===== config.mk =====
export PLATFORM = sky130hd
export DESIGN_NAME = led_fault_mode_ctrl
export DESIGN_NICKNAME = d
export VERILOG_FILES = /design/src/rtl/fd_pkg.sv /design/src/rtl/fd_pin_edge.sv /design/src/rtl/fd_mode_match.sv /design/src/rtl/fd_capture.sv /design/src/rtl/led_fault_mode_ctrl.sv
export SDC_FILE = /design/constraint.sdc
export NUM_CORES = 1
export LEC_CHECK = 0
export ABC_AREA = 1
export BUFFER_PORTS_ARGS = -buffer_cell sky130_fd_sc_hd__buf_2
export CAP_MARGIN = 10
export CORE_ASPECT_RATIO = 1.5
export CORE_UTILIZATION = 60
export CTS_BUF_LIST = sky130_fd_sc_hd__clkbuf_2 sky130_fd_sc_hd__clkbuf_4 sky130_fd_sc_hd__clkbuf_8
export CTS_CLUSTER_DIAMETER = 50
export CTS_CLUSTER_SIZE = 25
export DETAILED_ROUTE_END_ITERATION = 8
export PLACE_DENSITY_LB_ADDON = 0.1
export SLEW_MARGIN = 15
export SYNTH_ARGS = -nofsm -noshare
export SYNTH_HDL_FRONTEND = slang
export SYNTH_SLANG_ARGS = --single-unit
export TNS_END_PERCENT = 20

===== constraint.sdc =====
create_clock -name clk -period 2.3 [get_ports clk]
set_input_delay 0.69 -clock clk [delete_from_list [all_inputs] [get_ports clk]]
set_output_delay 0.69 -clock clk [all_outputs]
set_load 0.01 [all_outputs]

===== src/rtl/fd_pkg.sv =====
package fd_pkg;
  typedef enum logic [1:0] {
    MODE_NORMAL = 2'd0,
    MODE_OPEN   = 2'd1,
    MODE_SHORT  = 2'd2
  } det_mode_e;

  // command pattern geometry (slot index = order of sck rises)
  localparam int PAT_LEN     = 5;
  localparam int OE_LOW_SLOT = 1;   // the only slot with oe_n low
  localparam int PICK_A_SLOT = 3;   // slat here alone -> short detect
  localparam int COMMIT_SLOT = 2;   // slots matched before latch is held off
  localparam int CAP_EDGE    = 3;   // ordinal of first usable sck rise
endpackage


===== src/rtl/fd_pin_edge.sv =====
module fd_pin_edge (
  input  logic clk,
  input  logic rst_n,
  input  logic sck,
  input  logic oe_n,
  output logic sck_rise,
  output logic oe_fall
);
  logic sck_q, oe_q;

  always_ff @(posedge clk or negedge rst_n) begin
    if (!rst_n) begin
      sck_q <= 1'b1;
      oe_q  <= 1'b0;
    end else begin
      sck_q <= sck;
      oe_q  <= oe_n;
    end
  end

  assign sck_rise = sck & ~sck_q;
  assign oe_fall  = oe_q & ~oe_n;
endmodule


===== src/rtl/fd_mode_match.sv =====
module fd_mode_match
  import fd_pkg::*;
(
  input  logic      clk,
  input  logic      rst_n,
  input  logic      sck_rise,
  input  logic      oe_n,
  input  logic      slat,
  output det_mode_e mode_o,
  output logic      latch_block_o
);
  localparam int SW = $clog2(PAT_LEN);

  logic [SW-1:0] slot_q, slot_d;
  logic          pick_q, pick_d;
  logic          hold_q, hold_d;
  det_mode_e     mode_q, mode_d;
  logic          exp_oe, slat_ok, hit;

  always_comb begin
    slot_d  = slot_q;
    pick_d  = pick_q;
    hold_d  = hold_q;
    mode_d  = mode_q;
    exp_oe  = (slot_q != SW'(OE_LOW_SLOT));
    slat_ok = (slot_q < SW'(PICK_A_SLOT)) ? !slat : 1'b1;
    hit     = (oe_n == exp_oe) && slat_ok;
    if (!slat) hold_d = 1'b0;
    if (sck_rise) begin
      if (hit) begin
        if (slot_q == SW'(PAT_LEN - 1)) begin
          slot_d = '0;
          pick_d = 1'b0;
          hold_d = slat;
          if (!(pick_q && slat))
            mode_d = pick_q ? MODE_SHORT : (slat ? MODE_OPEN : MODE_NORMAL);
        end else begin
          slot_d = slot_q + 1'b1;
          if (slot_q == SW'(PICK_A_SLOT)) pick_d = slat;
        end
      end else begin
        // restart: this edge may itself open a new command
        slot_d = (oe_n && !slat) ? SW'(1) : '0;
        pick_d = 1'b0;
      end
    end
  end

  always_ff @(posedge clk or negedge rst_n) begin
    if (!rst_n) begin
      slot_q <= '0;
      pick_q <= 1'b0;
      hold_q <= 1'b0;
      mode_q <= MODE_NORMAL;
    end else begin
      slot_q <= slot_d;
      pick_q <= pick_d;
      hold_q <= hold_d;
      mode_q <= mode_d;
    end
  end

  assign mode_o        = mode_q;
  assign latch_block_o = (slot_q >= SW'(COMMIT_SLOT)) || hold_q;
endmodule


===== src/rtl/fd_capture.sv =====
module fd_capture
  import fd_pkg::*;
#(
  parameter int CH       = 16,
  parameter int MIN_WAIT = 100
) (
  input  logic          clk,
  input  logic          rst_n,
  input  logic          det_en,
  input  logic          oe_n,
  input  logic          oe_fall,
  input  logic          sck_rise,
  input  logic [CH-1:0] status,
  output logic          strobe_o,
  output logic [CH-1:0] word_o
);
  localparam int TW = $clog2(MIN_WAIT + 1);
  localparam int EW = $clog2(CAP_EDGE + 1);

  logic          armed_q, armed_d;
  logic          done_q, done_d;
  logic [EW-1:0] ecnt_q, ecnt_d;
  logic [TW-1:0] tmr_q, tmr_d;
  logic          stb_q, stb_d;
  logic [CH-1:0] word_q, word_d;
  logic          tmr_full;

  always_comb begin
    armed_d  = armed_q;
    done_d   = done_q;
    ecnt_d   = ecnt_q;
    tmr_d    = tmr_q;
    word_d   = word_q;
    stb_d    = 1'b0;
    tmr_full = (tmr_q == TW'(MIN_WAIT));
    if (oe_n) begin
      armed_d = 1'b0;
    end else if (oe_fall && det_en) begin
      armed_d = 1'b1;
      done_d  = 1'b0;
      ecnt_d  = '0;
      tmr_d   = '0;
    end else if (armed_q) begin
      if (!tmr_full) tmr_d = tmr_q + 1'b1;
      if (sck_rise) begin
        if (ecnt_q != EW'(CAP_EDGE)) ecnt_d = ecnt_q + 1'b1;
        if ((ecnt_q >= EW'(CAP_EDGE - 1)) && tmr_full && !done_q) begin
          stb_d  = 1'b1;
          word_d = status;
          done_d = 1'b1;
        end
      end
    end
  end

  always_ff @(posedge clk or negedge rst_n) begin
    if (!rst_n) begin
      armed_q <= 1'b0;
      done_q  <= 1'b0;
      ecnt_q  <= '0;
      tmr_q   <= '0;
      stb_q   <= 1'b0;
      word_q  <= '0;
    end else begin
      armed_q <= armed_d;
      done_q  <= done_d;
      ecnt_q  <= ecnt_d;
      tmr_q   <= tmr_d;
      stb_q   <= stb_d;
      word_q  <= word_d;
    end
  end

  assign strobe_o = stb_q;
  assign word_o   = word_q;
endmodule


===== src/rtl/led_fault_mode_ctrl.sv =====
module led_fault_mode_ctrl
  import fd_pkg::*;
#(
  parameter int CH           = 16,
  parameter int MIN_WAIT_CYC = 100
) (
  input  logic          clk,
  input  logic          rst_n,
  input  logic          sck,
  input  logic          slat,
  input  logic          oe_n,
  input  logic [CH-1:0] chan_ok,
  output logic [1:0]    mode,
  output logic          cap_strobe,
  output logic [CH-1:0] cap_word,
  output logic          latch_block,
  output logic          sin_block
);
  logic      rst_s1, srst_n;
  logic      sck_rise, oe_fall;
  det_mode_e cur_mode;

  always_ff @(posedge clk or negedge rst_n) begin
    if (!rst_n) begin
      rst_s1 <= 1'b0;
      srst_n <= 1'b0;
    end else begin
      rst_s1 <= 1'b1;
      srst_n <= rst_s1;
    end
  end

  fd_pin_edge u_edge (
    .clk(clk), .rst_n(srst_n), .sck(sck), .oe_n(oe_n),
    .sck_rise(sck_rise), .oe_fall(oe_fall)
  );

  fd_mode_match u_match (
    .clk(clk), .rst_n(srst_n), .sck_rise(sck_rise), .oe_n(oe_n),
    .slat(slat), .mode_o(cur_mode), .latch_block_o(latch_block)
  );

  fd_capture #(.CH(CH), .MIN_WAIT(MIN_WAIT_CYC)) u_cap (
    .clk(clk), .rst_n(srst_n), .det_en(cur_mode != MODE_NORMAL),
    .oe_n(oe_n), .oe_fall(oe_fall), .sck_rise(sck_rise),
    .status(chan_ok), .strobe_o(cap_strobe), .word_o(cap_word)
  );

  assign mode      = cur_mode;
  assign sin_block = (cur_mode != MODE_NORMAL) && !oe_n;
endmodule


# [After elaboration in Yosys (flattened, before gate mapping)]
# Index checks and enable logic that the tools add are counted.
[totals] ff_bits=39 in_bits=21 word_cells=88
[classes] add_sub_neg=3 order_cmp=3 n_eq_ne=8 n_mux=31 bitwise_logic=6 reduce_logical=23
[ops] cell="$mux 1" count=21
[ops] cell="$mux 7" count=3
[ops] cell="$reduce_and 4->1" count=3
[ops] cell="$reduce_bool 2->1" count=6
[ops] cell="$mux 2" count=5
[ops] cell="$add 7x1->7 const B" count=1
[ops] cell="$eq 7x7->1 const B" count=1
[ops] cell="$logic_and 1x1->1" count=7
[ops] cell="$mux 3" count=2
[ops] cell="$reduce_and 5->1" count=1
[ops] cell="$ne 2x2->1 const B" count=2
[ops] cell="$not 1->1" count=4
[ops] cell="$add 3x1->3 const B" count=1
[ops] cell="$eq 3x2->1 const B" count=1
[ops] cell="$eq 3x3->1 const B" count=1
[ops] cell="$ge 3x2->1 const B" count=1
[ops] cell="$logic_not 1->1" count=3
[ops] cell="$lt 3x2->1 const B" count=1
[ops] cell="$ne 3x1->1 const B" count=1
[ops] cell="$ne 3x3->1 const B" count=1
[ops] cell="$reduce_and 3->1" count=1
[ops] cell="$add 2x1->2 const B" count=1
[ops] cell="$and 1x1->1" count=2
[ops] cell="$ge 2x2->1 const B" count=1
[ops] cell="other kinds (3)" count=3

# [Longest topological paths before layout]
# Gate-level depths: netlist (run 1).
[depth] ltp_word=8 ltp_mapped=9 depth_no_buf=9

# [By module]
# Synthesis (run 1) repeated with hierarchy kept, for this count alone.
[hier_totals] hier_cells=234 area_unflattened_um2=1944.4
[by_module_without_submodules] module="fd_capture" instances=1 cells_per_inst=165 area_each_um2=1355.0 seq_area_each_um2=700.7
[by_module_without_submodules] module="fd_mode_match" instances=1 cells_per_inst=57 area_each_um2=450.4 seq_area_each_um2=175.2
[by_module_without_submodules] module="fd_pin_edge" instances=1 cells_per_inst=6 area_each_um2=71.3 seq_area_each_um2=51.3
[by_module_without_submodules] module="led_fault_mode_ctrl" instances=1 cells_per_inst=6 area_each_um2=67.6 seq_area_each_um2=50.0

# [Least setup slack after synthesis (run 1)]
# Ideal clock, no wire load.
[synth_timing] path_type="input -> output" start="in oe_n" end="out sin_block" arrival_time_ns=0.917 required_time_ns=1.610 path_slack_ns=0.693 path_stages=1 path_buffers=0 path_cell_list="nor2_1"
[synth_via] elab_chain_cells=2
[synth_rtl] element="from (decl)" line="led_fault_mode_ctrl.sv:11" rtl="input logic oe_n,"
[synth_rtl] element="$logic_not 1->1" line="led_fault_mode_ctrl.sv:50" rtl="assign sin_block = (cur_mode != MODE_NORMAL) && !oe_n;"
[synth_rtl] element="$logic_and 1x1->1" line="led_fault_mode_ctrl.sv:50"
[synth_rtl] element="to (decl)" line="led_fault_mode_ctrl.sv:17" rtl="output logic sin_block"
# No other way between the ends.

# [Worst setup path in the final report (run 1)]
# Ends and elaborated chain as after synthesis.

==> metrics, run 1 <==
FP Rows 25; register area share after synthesis 0.498; global-route wire length before repair 6560 um; GP Congestion between 0.7 and 0.8; Post-DP HPWL ~2600 um; # resized after CTS 0; Die W 48.7 um; outcome completed; Total GRT Usage 0.244; max-cap viol count 0; Syn Inst Count between 200 and 250; port buffer count 41; dpl cells between 300 and 400; number of global-route vias before repair 1598; TNS Setup 0 ns; family with the most delay on the worst path buffers and inverters; DR vias/cell a little over 5; data required time of the worst path roughly 1.6 ns; Peak Freq between 500 and 600 MHz; CTS tree done; mean post-synth cell area ~8.4 um2; clk sink count 39; TritonCTS Buffers 5; CP Capture Type output port; switching part of the total 0.278; initial antenna violation count 0; NumNets Final between 300 and 400; power share of the clock group 0.333; PD cells between 600 and 700 nW/um2; Max stage delay cell, worst path nor2_1; post-synth top area share 0.485; Synth async-reset ratio 1.00; critical path type in2out; Post-Layout Cell Count 320; Synth top cells by count 88 x nand2_1, 38 x dfrtp_1, 20 x nand4_1; final slew viol count 0; core area about 3100 um2; layout cells sized above 1 0.239; post-synth net total 261; largest net degree at the start of global routing 38; Yosys warnings 0; Arr. time, crit path between 1 and 1.5 ns; leakage power 1.37 nW; Crit Path Max Fanout 6; Post-Layout Inst Area around 2300 um2; Boundary Pins 42; CTS H-tree lvls 2; Area Growth Syn to Fin 17.7%; Logic pwr share 0.151; DRT Pass-1 Iters 4; routed len/inst between 10 and 15 um; EDFF count, synth 0; setup violators final 0; clock-pin slew on the worst setup and hold paths 0.07 ns; Max stage delay on crit path roughly 0.17 ns; setup slack, reg-to-reg approximately 0.67 ns; top cell type by total area after synthesis dfrtp_1; final hold viol count 0; Post-CTS Hold Buffers 0; Area after DPL about 2200 um2; DR DRC count 0; register share of total power 0.516; overall routed net length roughly 3700 um; Max IR drop VDD 0.600 mV; Crit path top cell by count buf_2; Worst-Skew Late Latency ~0.29 ns; Final Critical Period 1.84 ns; final setup margin 0.462 ns; #FFs+latches synth 39; die height slightly above 70 um; Inserted Diodes 0; Setup WS pre-CTS about 0.46 ns; Worst Skew 0.00594 ns; Post-Synthesis Cell Area 1960 um2; top area cells in the synthesized netlist dfrtp_1 49%, nand2_1 17%, nand4_1 6.4%; global-route congestion overflow total 0; initial drt markers 49; ys flop type dfrtp_1; Buf/Inv on CP 2; clock root buffer clkbuf_8; Die ar. about 3500 um2; Setup crit start kind primary input; count leader, synth nand2_1; CP cell instances buf_2, nor2_1, buf_2; RSZ-0062 raised after global routing no; antenna-violating nets left 0; CTS max path bufs 2; DR vias about 1600; P_int 1.10 mW; post-synthesis cell type count 26; final worst-path cycle share 0.799; sw power approximately 0.42 mW; Hold Crit Class in2async; Initial Util 0.627; number of setup buffers added after CTS 0
## cells in the final DEF (no fill, tap or decap)
cell type / n
xor2_1: 1
nor2_8: 1
nand4_1: 20
ha_1: 7
and2_1: 2
buf_4: 3
clkbuf_8: 7
nand2_2: 1
or2_2: 1
nand4_2: 1
o21ai_0: 5
dfrtp_1: 38
buf_2: 41
nand2_1: 88
nand3_2: 2
nand3_4: 1
dfstp_2: 1
nor2_4: 3
o21ai_2: 1
inv_1: 18
nor2_1: 12
conb_1: 1
nand3_1: 19
nand3b_1: 1
clkinvlp_4: 1
a21oi_1: 1
inv_2: 3
## layer usage
| layer | global-route usage | up-vias | part of all wire | wire length, um |
|---|---|---|---|---|
| li1 | - | 845 | - | - |
| met1 | 0.279 | 765 | 0.44 | 1650 |
| met2 | 0.434 | 25 | 0.51 | 1900 |
| met3 | 0.0524 | 7 | 0.031 | 116 |
| met4 | 0.114 | 0 | 0.018 | 68 |
| met5 | 0 | - | 0 | 0 |
## layout make-up
| cell class | instances | area, um2 |
|---|---|---|
| fillers | 269 | 820 |
| multi-input cells | 168 | 871 |
| well taps | 40 | 50.0 |
| clock inverters | 1 | 7.51 |
| inverters | 21 | 78.8 |
| repair buffers | 44 | 228 |
| flip-flops and latches | 39 | 977 |
| clock buffers | 7 | 96.3 |
## power groups by stage
stage | clock (mW) | combinational (mW) | sequential [mW]
2_1_floorplan | 0 | 0.161 | 0.795
3_3_place_gp | 0 | 0.225 | 0.795
3_5_place_dp | 0 | 0.231 | 0.795
4_1_cts | 0.525 | 0.233 | 0.782
5_1_grt | 0.545 | 0.270 | 0.791
6_report | 0.505 | 0.230 | 0.783
## kinds of logic after synthesis
kind of cell,after synthesis,share of synthesized area
DFF,39,0.498
AOI/OAI and AO/OA,7,0.0198
and+or+nand+nor,152,0.373
buffers and inverters,26,0.0574
other,1,0.00191
xor gates and xnor gates,1,0.00447
adders and majority gates,7,0.0447
## registers in the layout, indices dropped and copies added (netlist names)
name and count:
u_match.mode_o 2, u_cap.word_o 16, u_edge.oe_q 1, u_cap.armed_q 1, u_match.pick_q 1, u_cap.tmr_q 7
u_match.slot_q 3, rst_s1 1, u_cap.ecnt_q 2, u_edge.sck_q 1, srst_n 1, u_match.hold_q 1
u_cap.strobe_o 1, u_cap.done_q 1
## path summary, 6_finish.rpt
path,start,to,cells after the start
worst min register to register,srst_n$_DFF_PN0_,u_match.slot_q[2]$_DFFE_PN0P_,1
worst max-delay path,oe_n,sin_block,3
min in group clk,rst_s1$_DFF_PN0_,srst_n$_DFF_PN0_,0
worst min-delay path,rst_n,rst_s1$_DFF_PN0_,1
worst max register to register,u_cap.tmr_q[0]$_DFFE_PN0P_,u_cap.word_o[10]$_DFFE_PN0P_,7
max in group asynchronous,srst_n$_DFF_PN0_,u_edge.sck_q$_DFF_PN1_,1
## through the flow
stage,util,total power [mW],hold slack (ns)
global placement,0.705,1.02,0.298
floorplan,-,0.955,0.331
CTS,0.738,1.54,0.155
detailed placement,0.705,1.03,0.296
finish,0.738,1.52,0.172
global route,0.738,1.61,0.149
Note: power is estimated with default switching activity, not from simulation.
==> run 2: changes to the inputs <==
- CORE_UTILIZATION: 60 -> 51
- clock period: 2.3 -> 1.52 ns (I/O delays scaled with it)
==> run 2 against run 1 <==
Core utilization decreased by 8.5 points. Clock skew is 0.0035 ns lower. Final area up 4.2%. Total power increased by 51%. Worst setup slack got worse by 0.42 ns. Hold slack gained 0.12 ns. Combinational power up 81%. Sequential power grew 49%. Critical endpoint is now latch_block. Highest routed layer unchanged.
==> metrics, run 2 (synthesis gave the netlist of run 1 again) <==
TritonCTS Buffers 5 (unchanged); Hold Crit Start sck; core area 3680 um2 (was 3130 um2); antenna-violating nets left 0 (unchanged); CP cell instances inv_2, nand2_1, buf_2 (was buf_2, nor2_1, buf_2); Area Growth Syn to Fin 22.7% (was 17.7%); clock-pin slew on the worst setup and hold paths 0.07 ns (about the same); Die W 52.6 um (was 48.7 um); number of global-route vias before repair 1610 (was 1598); Hold Path Stages 1; initial drt markers 37 (was 49); CTS max path bufs 2 (unchanged); Post-DP HPWL 2880 um (was 2630 um); global-route wire length before repair 6650 um (was 6560 um); CTS tree done (unchanged); Arr. time, crit path 1.02 ns (was 1.15 ns); Final Critical Period roughly 1.5 ns; overall routed net length 4090 um (was 3740 um); Inserted Diodes 0 (unchanged); CTS H-tree lvls 2 (unchanged); Hold Crit Class in2reg (was in2async); leakage power 1.41 nW (was 1.37 nW); DRT Pass-1 Iters 4 (unchanged); final hold viol count 0 (unchanged); clk sink count 39 (unchanged); Worst Skew 0.00249 ns (was 0.00594 ns); GP Congestion 0.780 (about the same); TNS Setup 0 ns (unchanged); Die ar. 4100 um2 (was 3510 um2); commonest non-fill, non-tap cells in the layout 88 x nand2_1, 41 x buf_2, 38 x dfrtp_1 (unchanged); Max IR drop VDD 0.788 mV (was 0.600 mV); Peak Freq just under 700 MHz; CP Capture Type output port (unchanged); setup slack, reg-to-reg 0.11 ns (was 0.67 ns); r2r endpoint u_cap.word_o[6]$_DFFE_PN0P_ (was u_cap.word_o[10]$_DFFE_PN0P_); largest net degree at the start of global routing 38 (unchanged); PD cells 954 nW/um2 (was 657 nW/um2); layout cells sized above 1 0.269 (was 0.239); Max stage delay cell, worst path dfrtp_1 (was nor2_1); dpl cells 322 (was 312); final slew viol count 0 (unchanged); final worst-path cycle share 0.972; Max stage delay on crit path 0.41 ns (was 0.17 ns); Total GRT Usage 0.220 (was 0.244); die height 77.9 um (was 72.0 um); NumNets Final 318 (was 307); hold endpoint u_edge.sck_q$_DFF_PN1_; RSZ-0062 raised after global routing no (unchanged); setup violators final 0 (unchanged); Boundary Pins 42 (unchanged); data required time of the worst path 1.06 ns (was 1.61 ns); commonest non-fill, non-tap cell in the layout nand2_1 (unchanged); critical path type reg2out (was in2out); DR DRC count 0 (unchanged); Post-Layout Cell Count 333 (was 320); DR vias/cell 5.19 (was 5.13); clock root buffer clkbuf_8 (unchanged); Crit Path Max Fanout 9 (was 6); global-route congestion overflow total 0 (unchanged); FF-to-FF Start u_cap.ecnt_q[0]$_DFFE_PN0P_ (was u_cap.tmr_q[0]$_DFFE_PN0P_); Initial Util 0.532 (was 0.627); max reg flops 16 (unchanged); initial antenna violation count 0 (unchanged); FP Rows 27 (was 25); max-cap viol count 0 (unchanged); routed len/inst 12.3 um (was 11.7 um); port buffer count 41 (unchanged); Setup crit start kind flip-flop (was primary input); DR vias 1727 (was 1642); outcome completed (unchanged); worst-case reg-to-reg path depth 7 (unchanged); Worst-Skew Late Latency 0.29 ns (about the same)
-- run 2: cell count changes in the layout (fill, tap and decap cells not counted) --
cell,before,now
a21oi_1,1,0
nand3_4,1,2
ha_1,7,6
ha_2,0,1
clkbuf_8,7,6
a21oi_2,0,1
clkinvlp_4,1,0
clkinv_2,0,1
dlygate4sd3_1,0,1
buf_6,0,2
buf_4,3,10
-- run 2: layout make-up --
class / instances / area, um2
clock buffer: 6 / 82.6
fill: 354 / 1280
multi-input combinational: 169 / 895
timing repair buffer: 54 / 313
sequential: 39 / 977
tap: 43 / 53.8
clock inverter: 1 / 5.00
inverter: 21 / 78.8
-- run 2: critical path: cells and delay by family (launching register included) --
family	cells	cell delay [ns]
buffers and inverters	2	0.26
flip-flops	1	0.41
AND/OR/NAND/NOR	1	0.06
-- run 2: layer usage --
layer	global-route usage	wire, um	up-vias
li1	-	-	867
met1	0.237	1650	825
met2	0.386	2230	27
met3	0.0471	120	8
met4	0.111	80	0
met5	0	0	-
-- run 2: report_power, final --
part	switching [mW]	leakage, nW	internal [mW]
clock network	0.358	0.0470	0.356
logic	0.242	0.837	0.174
registers	0.0537	0.529	1.11
-- run 2: worst max-delay path by stage --
stage / startpoint / end / slack, ns / cells after the start
after global placement: oe_n / u_cap.ecnt_q[1]$_DFFE_PN0P_ / 0.12 / 8
final: u_match.slot_q[2]$_DFFE_PN0P_ / latch_block / 0.04 / 3
after CTS: u_match.slot_q[2]$_DFFE_PN0P_ / latch_block / 0.04 / 3
after detailed placement: oe_n / u_cap.word_o[5]$_DFFE_PN0P_ / 0.08 / 7
after floorplan: u_cap.tmr_q[0]$_DFFE_PN0P_ / u_cap.word_o[0]$_DFFE_PN0P_ / 0.12 / 8
after global routing: u_match.slot_q[2]$_DFFE_PN0P_ / latch_block / 0.004 / 3
-- run 2: repair_timing --
item                       CTS  global route
hold endpoints to repair     2             0
resized for setup            0             5
setup buffers                0             3
setup endpoints to repair    1            15
pin swaps                    0             6
gates cloned                 0             1
hold buffers                 1             0
-- run 2: stage by stage --
stage	util	worst slack (ns)	power, mW	hold slack (ns)	area, um2
after floorplan	-	0.122	1.45	0.160	1960
after global placement	0.614	0.116	1.58	0.241	2260
after detailed placement	0.614	0.0846	1.59	0.243	2260
after CTS	0.638	0.0377	2.30	0.285	2350
after global routing	0.653	0.00394	2.42	0.286	2400
final	0.653	0.0428	2.29	0.291	2400
==> run 3: changes to the inputs <==
--- a/config.mk
+++ b/config.mk
@@ -14,3 +14,2 @@
 export CTS_CLUSTER_DIAMETER = 50
-export CTS_CLUSTER_SIZE = 25
 export DETAILED_ROUTE_END_ITERATION = 8
--- a/constraint.sdc
+++ b/constraint.sdc
@@ -3,2 +3,2 @@
 set_output_delay 0.456 -clock clk [all_outputs]
-set_load 0.01 [all_outputs]
+set_load 0.05 [all_outputs]
==> run 3 against run 2 <==
Global-route usage grew 1.5 points. Largest power group unchanged. Die area is the same. Register-to-register slack is essentially flat. First-iteration DRC count grew 32%. Via count shrank 1.3%. Clock-buffer cell count grew 2. Total power grew 6.4%. Critical path depth is the same. Wire length grew 3.6%.
==> metrics, run 3 (synthesis gave the netlist of run 1 again) <==
Die ar. 4100 um2 (unchanged); setup slack, reg-to-reg 0.12 ns (was 0.11 ns); PD cells 988 nW/um2 (was 954 nW/um2); die height 77.9 um (unchanged); Setup crit start kind flip-flop (unchanged); final worst-path cycle share 0.995 (was 0.972); TritonCTS Buffers 5 (unchanged); critical path type reg2out (unchanged); Die W 52.6 um (unchanged); port buffer count 41 (unchanged); number of global-route vias before repair 1659 (was 1610); antenna-violating nets left 0 (unchanged); Peak Freq 661 MHz (was 677 MHz); commonest non-fill, non-tap cell in the layout nand2_1 (unchanged); CTS tree done (unchanged); commonest non-fill, non-tap cells in the layout 88 x nand2_1, 39 x buf_2, 35 x dfrtp_1 (was 88 x nand2_1, 41 x buf_2, 38 x dfrtp_1); max reg flops 16 (unchanged); Worst setup startpoint u_match.mode_o[0]$_DFFE_PN0P_ (was u_match.slot_q[2]$_DFFE_PN0P_); final slew viol count 0 (unchanged); initial antenna violation count 0 (unchanged); global-route congestion overflow total 0 (unchanged); CTS H-tree lvls 2 (unchanged); core area 3680 um2 (unchanged); Max stage delay on crit path 0.44 ns (was 0.41 ns); CP cell instances nor2_4, nor2_4, buf_8 (was inv_2, nand2_1, buf_2); Crit Path Max Fanout 3 (was 9); DR vias/cell 5.12 (was 5.19); Arr. time, crit path 1.06 ns (was 1.02 ns); Total GRT Usage 0.235 (was 0.220); clock root buffer clkbuf_8 (unchanged); Crit path top cell by count nor2_4; Boundary Pins 42 (unchanged); DR vias 1704 (was 1727); WHS 0.168 ns (was 0.291 ns); clock-pin slew on the worst setup and hold paths 0.08 ns (was 0.07 ns); family with the most delay on the worst path flip-flops (unchanged); global-route wire length before repair 7180 um (was 6650 um); CP Capture Type output port (unchanged); Hold Crit Class reg2async (was in2reg); Final Critical Period 1.51 ns (was 1.48 ns); layout cells sized above 1 0.286 (was 0.269); Buf/Inv on CP 1 (was 2); FF-to-FF Start u_match.slot_q[1]$_DFFE_PN0P_ (was u_cap.ecnt_q[0]$_DFFE_PN0P_); Initial Util 0.532 (unchanged); clk sink count 39 (unchanged); Area Growth Syn to Fin 26.0% (was 22.7%); final hold viol count 0 (unchanged); setup violators final 0 (unchanged); leakage power 1.43 nW (was 1.41 nW); Inserted Diodes 0 (unchanged); Max stage delay cell, worst path dfrtp_2 (was dfrtp_1); largest net degree at the start of global routing 30 (was 38); Worst Skew 0.00559 ns (was 0.00249 ns); initial drt markers 49 (was 37); Max IR drop VDD 0.913 mV (was 0.788 mV); Worst-Skew Late Latency 0.29 ns (about the same); GP Congestion 0.815 (was 0.780); data required time of the worst path 1.06 ns (about the same); max-cap viol count 0 (unchanged); FP Rows 27 (unchanged); NumNets Final 317 (was 318); routed len/inst 12.7 um (was 12.3 um); CTS max path bufs 2 (unchanged); DR DRC count 0 (unchanged); outcome completed (unchanged); overall routed net length 4230 um (was 4090 um); DRT Pass-1 Iters 4 (unchanged); Post-DP HPWL 2970 um (was 2880 um); Tot Pwr 2.44 mW (was 2.29 mW); RSZ-0062 raised after global routing yes (was no)
[run 3: final timing paths]
path | cells past startpoint | end
max in group asynchronous | 1 | u_edge.sck_q$_DFF_PN1_
hold reg to reg | 0 | u_match.slot_q[2]$_DFFE_PN0P_
setup reg to reg | 9 | u_match.slot_q[2]$_DFFE_PN0P_
min in group clk | 1 | u_edge.sck_q$_DFF_PN1_
hold / removal | 0 | u_match.slot_q[2]$_DFFE_PN0P_
setup / recovery | 3 | sin_block
[run 3: repair_timing]
action | in CTS | in global routing
hold buffers | 1 | 0
pin swaps | 2 | 3
cloned | 0 | 1
endpoints found under the setup margin | 2 | 24
resized for setup | 5 | 6
setup buffers | 1 | 0
hold endpoints to repair | 2 | 0
[run 3: metrics by stage]
step / TNS (ns) / utilization / cell area, um2 / setup slack (ns) / instances
2_1_floorplan: 0 / - / 1980 / 0.00305 / 233
3_3_place_gp: 0 / 0.628 / 2310 / 0.0824 / 323
3_5_place_dp: 0 / 0.628 / 2310 / 0.0437 / 323
4_1_cts: -0.00264 / 0.663 / 2440 / -0.00264 / 332
5_1_grt: -0.162 / 0.671 / 2470 / -0.0483 / 333
6_report: 0 / 0.671 / 2470 / 0.00754 / 333
[run 3: power breakdown]
part,internal (mW),switching (mW)
clock network,0.432,0.366
registers,1.11,0.0641
logic,0.191,0.276
total,1.74,0.705
[run 3: layout make-up]
type / instances / area [um2]
flip-flops and latches: 39 / 981
well taps: 43 / 53.8
repair buffers: 53 / 339
clock buffers: 8 / 104
fillers: 317 / 1210
inverters: 21 / 78.8
multi-input cells: 169 / 915
[run 3: metal layers]
layer / track usage / wire (um) / share of wire / up-vias
met5: 0 / 0 / 0 / -
li1: - / - / - / 867
met4: 0.100 / 71 / 0.017 / 0
met1: 0.277 / 1800 / 0.42 / 802
met3: 0.0490 / 101 / 0.024 / 7
met2: 0.399 / 2260 / 0.53 / 28
